==> src/rtl/sramc_pkg.sv <==
package sramc_pkg;

  typedef enum logic [2:0] {
    ST_IDLE,
    ST_WSET,
    ST_WPULSE,
    ST_WHOLD,
    ST_RACC,
    ST_RREL,
    ST_DONE
  } sramc_state_e;

  typedef struct packed {
    logic ce_n;
    logic ce;
    logic we_n;
    logic oe_n;
    logic ub_n;
    logic lb_n;
    logic dq_oe;
  } sramc_pins_t;

  localparam sramc_pins_t PINS_PARKED = '{ce_n: 1'b1, ce: 1'b0, we_n: 1'b1,
                                          oe_n: 1'b1, ub_n: 1'b1, lb_n: 1'b1,
                                          dq_oe: 1'b0};

endpackage

==> src/rtl/sramc_timer.sv <==
module sramc_timer #(
  parameter int CNT_W = 4
) (
  input  logic             clk,
  input  logic             rst,
  input  logic             load,
  input  logic [CNT_W-1:0] load_val,
  output logic             expired
);
  logic [CNT_W-1:0] cnt_q;

  always_ff @(posedge clk) begin
    if (rst) begin
      cnt_q <= '0;
    end else if (load) begin
      cnt_q <= load_val;
    end else if (cnt_q != '0) begin
      cnt_q <= cnt_q - 1'b1;
    end
  end

  assign expired = (cnt_q == '0);
endmodule

==> src/rtl/sramc_rdcap.sv <==
module sramc_rdcap #(
  parameter int DATA_W = 16,
  parameter int LANES  = 2
) (
  input  logic              clk,
  input  logic              rst,
  input  logic              capture,
  input  logic [LANES-1:0]  lane_en,
  input  logic [DATA_W-1:0] dq_in,
  output logic [DATA_W-1:0] rdata
);
  localparam int LANE_W = DATA_W / LANES;

  for (genvar g = 0; g < LANES; g++) begin : g_lane
    always_ff @(posedge clk) begin
      if (rst) begin
        rdata[g*LANE_W +: LANE_W] <= '0;
      end else if (capture) begin
        rdata[g*LANE_W +: LANE_W] <= lane_en[g] ? dq_in[g*LANE_W +: LANE_W] : '0;
      end
    end
  end
endmodule

==> src/rtl/sram_async_ctrl.sv <==
module sram_async_ctrl
  import sramc_pkg::*;
#(
  parameter int ADDR_W   = 19,
  parameter int DATA_W   = 16,
  parameter int WE_CYC   = 4,
  parameter int RD_CYC   = 6,
  parameter int TURN_CYC = 2
) (
  input  logic              clk,
  input  logic              rst,
  input  logic              req_valid,
  input  logic              req_write,
  input  logic [ADDR_W-1:0] req_addr,
  input  logic [DATA_W-1:0] req_wdata,
  input  logic [1:0]        req_bmask,
  output logic              req_ready,
  output logic [DATA_W-1:0] rsp_rdata,
  output logic [ADDR_W-1:0] mem_addr,
  output logic              mem_ce_n,
  output logic              mem_ce,
  output logic              mem_we_n,
  output logic              mem_oe_n,
  output logic              mem_ub_n,
  output logic              mem_lb_n,
  output logic [DATA_W-1:0] mem_dq_out,
  output logic              mem_dq_oe,
  input  logic [DATA_W-1:0] mem_dq_in
);
  localparam int MAX_AB = (WE_CYC > RD_CYC) ? WE_CYC : RD_CYC;
  localparam int MAX_C  = (MAX_AB > TURN_CYC) ? MAX_AB : TURN_CYC;
  localparam int CNT_W  = $clog2(MAX_C + 1);

  sramc_state_e      state_q, state_d;
  sramc_pins_t       pins_q, pins_d;
  logic              accept;
  logic              load;
  logic [CNT_W-1:0]  load_val;
  logic              expired;
  logic              capture;
  logic              ready_q;
  logic [ADDR_W-1:0] addr_q;
  logic [DATA_W-1:0] wdata_q;
  logic [1:0]        mask_q, mask_d;

  assign accept = (state_q == ST_IDLE) && req_valid;
  assign mask_d = accept ? req_bmask : mask_q;

  // Next state and timer loading
  always_comb begin
    state_d  = state_q;
    load     = 1'b0;
    load_val = '0;
    unique case (state_q)
      ST_IDLE: begin
        if (req_valid) begin
          if (req_bmask == 2'b00) begin
            state_d = ST_DONE;
          end else if (req_write) begin
            state_d = ST_WSET;
          end else begin
            state_d  = ST_RACC;
            load     = 1'b1;
            load_val = CNT_W'(RD_CYC - 1);
          end
        end
      end
      ST_WSET: begin
        state_d  = ST_WPULSE;
        load     = 1'b1;
        load_val = CNT_W'(WE_CYC - 1);
      end
      ST_WPULSE: if (expired) state_d = ST_WHOLD;
      ST_WHOLD:  state_d = ST_DONE;
      ST_RACC: begin
        if (expired) begin
          state_d  = ST_RREL;
          load     = 1'b1;
          load_val = CNT_W'(TURN_CYC - 1);
        end
      end
      ST_RREL:  if (expired) state_d = ST_DONE;
      ST_DONE:  state_d = ST_IDLE;
      default:  state_d = ST_IDLE;
    endcase
  end

  // Pin values wanted for the state being entered
  always_comb begin
    pins_d = PINS_PARKED;
    unique case (state_d)
      ST_WSET, ST_WPULSE, ST_WHOLD: begin
        pins_d.ce_n  = 1'b0;
        pins_d.ce    = 1'b1;
        pins_d.lb_n  = ~mask_d[0];
        pins_d.ub_n  = ~mask_d[1];
        pins_d.dq_oe = 1'b1;
        pins_d.we_n  = (state_d != ST_WPULSE);
      end
      ST_RACC: begin
        pins_d.ce_n = 1'b0;
        pins_d.ce   = 1'b1;
        pins_d.lb_n = ~mask_d[0];
        pins_d.ub_n = ~mask_d[1];
        pins_d.oe_n = 1'b0;
      end
      default: pins_d = PINS_PARKED;
    endcase
  end

  always_ff @(posedge clk) begin
    if (rst) begin
      state_q <= ST_IDLE;
      pins_q  <= PINS_PARKED;
      ready_q <= 1'b0;
      addr_q  <= '0;
      wdata_q <= '0;
      mask_q  <= '0;
    end else begin
      state_q <= state_d;
      pins_q  <= pins_d;
      ready_q <= (state_d == ST_DONE);
      if (accept) begin
        addr_q  <= req_addr;
        wdata_q <= req_wdata;
        mask_q  <= req_bmask;
      end
    end
  end

  assign capture = (state_q == ST_RACC) && expired;

  sramc_timer #(.CNT_W(CNT_W)) u_timer (
    .clk      (clk),
    .rst      (rst),
    .load     (load),
    .load_val (load_val),
    .expired  (expired)
  );

  sramc_rdcap #(.DATA_W(DATA_W), .LANES(2)) u_rdcap (
    .clk     (clk),
    .rst     (rst),
    .capture (capture),
    .lane_en (mask_q),
    .dq_in   (mem_dq_in),
    .rdata   (rsp_rdata)
  );

  assign req_ready  = ready_q;
  assign mem_addr   = addr_q;
  assign mem_dq_out = wdata_q;
  assign mem_ce_n   = pins_q.ce_n;
  assign mem_ce     = pins_q.ce;
  assign mem_we_n   = pins_q.we_n;
  assign mem_oe_n   = pins_q.oe_n;
  assign mem_ub_n   = pins_q.ub_n;
  assign mem_lb_n   = pins_q.lb_n;
  assign mem_dq_oe  = pins_q.dq_oe;
endmodule

==> config.mk <==
export PLATFORM = sky130hd
export DESIGN_NAME = sram_async_ctrl
export DESIGN_NICKNAME = d
export VERILOG_FILES = /design/src/rtl/sramc_pkg.sv /design/src/rtl/sramc_timer.sv /design/src/rtl/sramc_rdcap.sv /design/src/rtl/sram_async_ctrl.sv
export SDC_FILE = /design/constraint.sdc
export NUM_CORES = 1
export LEC_CHECK = 0
export ABC_AREA = 1
export BUFFER_PORTS_ARGS = -buffer_cell sky130_fd_sc_hd__buf_2
export CORE_AREA = 2 2 75 113
export CTS_CLUSTER_SIZE = 12
export DETAILED_ROUTE_END_ITERATION = 10
export DIE_AREA = 0 0 77 115
export PLACE_DENSITY = 0.57
export SLEW_MARGIN = 25
export SYNTH_ARGS = -nofsm -noshare
export SYNTH_HDL_FRONTEND = slang
export SYNTH_SLANG_ARGS = --single-unit
==> constraint.sdc <==
create_clock -name clk -period 3.1 [get_ports clk]
set_input_delay 0.31 -clock clk [delete_from_list [all_inputs] [get_ports clk]]
set_output_delay 0.31 -clock clk [all_outputs]
set_load 0.005 [all_outputs]
==> results.yml <==
outcome:
  status: "completed"
cts:
  post_cts_resized: 0
  cts_buffer_depth: 2
  cts_buffers: 9
  cts_tree: "built"
  cts_hold_buf: 0
  post_cts_buffers: 0
  clk_latency_ns: 0.32
  cts-root-buf: "clkbuf_16"
  htreeDepth: 3
  path_clk_slew_ns: 0.05
  cts.sinks: 67
setup_path:
  r2r_end: "mem_ce_n$_SDFF_PP1_"
  path_max_fanout: 19
  cp_top_family: "simple AND/OR/NAND/NOR gates"
  r2r-start: "u_timer.cnt_q[0]$_SDFFE_PP0P_"
  crit_path_start_kind: "flop"
  crit_path_end: "mem_ce_n$_SDFF_PP1_"
  worstRegToRegCells: 11
  slowest_stage: "inv_2"
  crit_arrival_ns: 2.25
  worst-path-stages: 11
  worstSetupEndpointType: "flop"
  path_buf_inv: 3
  crit_start: "u_timer.cnt_q[0]$_SDFFE_PP0P_"
  max_stage_delay_ns: 0.39
  cp.required_ns: 3.31
  r2r_slack_ns: 1.06
  critical_path_class: "flop to flop"
  worstPathCellList: "inv_1 > ha_1 > inv_1 > nor2_2 > nand3_2 > inv_2 > nor2_1 > nand3_1 > nand2_2 > nand2_1 > nand2_1"
finish:
  layout.cells.non_filler: 549
  syn2layout_area_growth_pct: 36.3
  final.fill_count: 863
  n_antenna_cell: 0
  drive_above_1_share: 0.322
  nets: 498
sta:
  max-slew-margin-rel: 0.640
  period_share: 0.658
  slew_violations: 0
  rsz0062_at_grt: "false"
  final.setup.tns_ns: 0
  clock.fmax_mhz: 490
  final.min_clock_period_ns: 2.04
  fin_skew_ns: 0.00483
  hold_violations: 0
  tightest_slew_ns: 0.541
  setup_violations: 0
grt:
  grtUsageTotal: 0.154
  grt_pass1_vias: 2319
  antenna_found_initial: 0
  overflow: 0
  grt_start_max_net_pins: 40
  grt_pass1_wl_mm: 10.7
placed_design:
  place_inst: 533
  gp_congestion: 0.788
  dpl.hpwl_mm: 4.75
  port_buffers: 115
worst_hold_path:
  hold_path.class: "input port to flop"
floorplanning:
  die_h_um: 115
  ios: 116
  rows: 40
  fp.dieW_um: 77
  core_area_mm2: 0.00791
  dieArea_mm2: 0.00886
  start_util: 0.322
logic_synthesis:
  ys_warn_count: 0
  yosysSeqAreaShare: 0.526
  synth-xor-area-share: 0.00344
  yosys.area_share.simple: 0.268
  syn_area_per_cell_um2: 7.72
  synth-seq-cells: 67
  synth-adder-area-share: 0.00982
  synth_top_family_by_area: "simple AND/OR/NAND/NOR gates"
  syn_area_mm2: 0.00255
  synthMuxAreaShare: 0
  ys_types: 23
  synth_compound_area_frac: 0.123
  syn_inst: 330
  syn_nets: 389
pwr:
  p_sw_mw: 0.957
  clkPwrFrac: 0.349
  seq_power_share: 0.376
  p_per_area_mw_per_mm2: 852
  peakVddDrop_v: 0.000490
  p_comb_frac: 0.275
  internal_power_mw: 2.00
  leakage_nw: 1.65
  swShare: 0.323
route:
  wl_per_cell_um: 12.3
  drc_errors: 0
  ant_nets: 0
  routed_wl_mm: 6.74
  vias: 2496
  drt_iter0_markers: 137
  firstDrtPassIters: 4
  avgViaCountPerCell: 4.55
flow_run:
  drv_cap: 0
metrics by stage:
step | instance area (µm²) | power [mW] | setup slack (ns) | hold slack [ns] | utilization
6_report | 3470 | 2.96 | 1.06 | 0.232 | 0.439
5_1_grt | 3470 | 3.18 | 0.834 | 0.227 | 0.439
4_1_cts | 3470 | 3.01 | 1.02 | 0.216 | 0.439
2_1_floorplan | 2550 | 1.71 | 1.64 | 0.453 | -
3_5_place_dp | 3170 | 1.96 | 1.05 | 0.452 | 0.400
3_3_place_gp | 3170 | 1.95 | 1.08 | 0.449 | 0.400
state kept, by name, indices dropped and copies added, names as in the netlist, 2 cells and up:
signal and count:
mem_addr 19, mem_dq_out 16, u_rdcap.rdata 16, state_q 3, u_timer.cnt_q 3, mask_q 2
final cells by class:
class	count	area, µm²	share of cell area
clock buffers	15	278	0.0800
inverters	21	81.3	0.0234
well taps	105	131	0.0378
repair buffers	116	583	0.168
flip-flops and latches	67	1340	0.386
clock inverters	1	30.0	0.00865
multi-input cells	224	1030	0.296
layout by cell type (no fill, tap or decap), types with 4 or more instances in the layout:
cell,count
dfxtp_1,67
clkbuf_16,9
o21ai_0,4
nand2_1,108
a21oi_1,55
buf_2,115
nor2_1,15
inv_1,17
nand3_1,25
synthesized netlist by cell type (all sizes together):
cell type  instances  area, µm²
buf                7       56.3
clkbuf            11       41.3
nor2              18       80.1
nand4              2       12.5
nand2            112        444
nor3               2       10.0
inv               21       81.3
dfxtp             67       1340
o21ai              4       20.0
nand3             26        135
xor2               1       8.76
ha                 2       25.0
a21oi             57        293
how the worst min path moves through the flow:
| stage | startpoint | end | slack [ns] | depth (start not counted) |
|---|---|---|---|---|
| 2_1_floorplan | req_addr[0] | mem_addr[0]$_SDFFE_PP0P_ | 0.45 | 2 |
| 3_3_place_gp | mem_addr[8]$_SDFFE_PP0P_ | mem_addr[8]$_SDFFE_PP0P_ | 0.45 | 2 |
| 3_5_place_dp | mem_addr[17]$_SDFFE_PP0P_ | mem_addr[17]$_SDFFE_PP0P_ | 0.45 | 2 |
| 4_1_cts | req_wdata[10] | mem_dq_out[10]$_SDFFE_PP0P_ | 0.22 | 3 |
| 5_1_grt | req_wdata[12] | mem_dq_out[12]$_SDFFE_PP0P_ | 0.23 | 3 |
| 6_report | req_addr[6] | mem_addr[6]$_SDFFE_PP0P_ | 0.23 | 3 |
routing by layer:
| layer | vias up | routed length, µm | share of wire | track usage |
|---|---|---|---|---|
| met1 | 1145 | 2730 | 0.41 | 0.175 |
| met2 | 66 | 3570 | 0.53 | 0.269 |
| met5 | - | 0 | 0 | 0 |
| li1 | 1275 | - | - | - |
| met4 | 0 | 133 | 0.020 | 0.0798 |
| met3 | 10 | 300 | 0.045 | 0.0353 |
logic make-up after synthesis:
family	after synthesis
AOI/OAI and AO/OA	61
buffers and inverters	39
adders and majority gates	2
and+or+nand+nor	160
DFF	67
xor gates and xnor gates	1
power groups by stage:
stage               clock, mW  combinational, mW  sequential [mW]
finish                   1.03              0.814             1.11
global route             1.11              0.932             1.13
CTS                      1.06              0.831             1.11
detailed placement          0              0.828             1.13
floorplan                   0              0.588             1.12
global placement            0              0.820             1.13
tightest hold or removal path: cells and delay by family:
family                 cells  cell delay [ns]
buffers and inverters      1             0.09
AO/OA/AOI/OAI              1             0.05
AND/OR/NAND/NOR            1             0.05
Power figures use the tool's default switching activity.
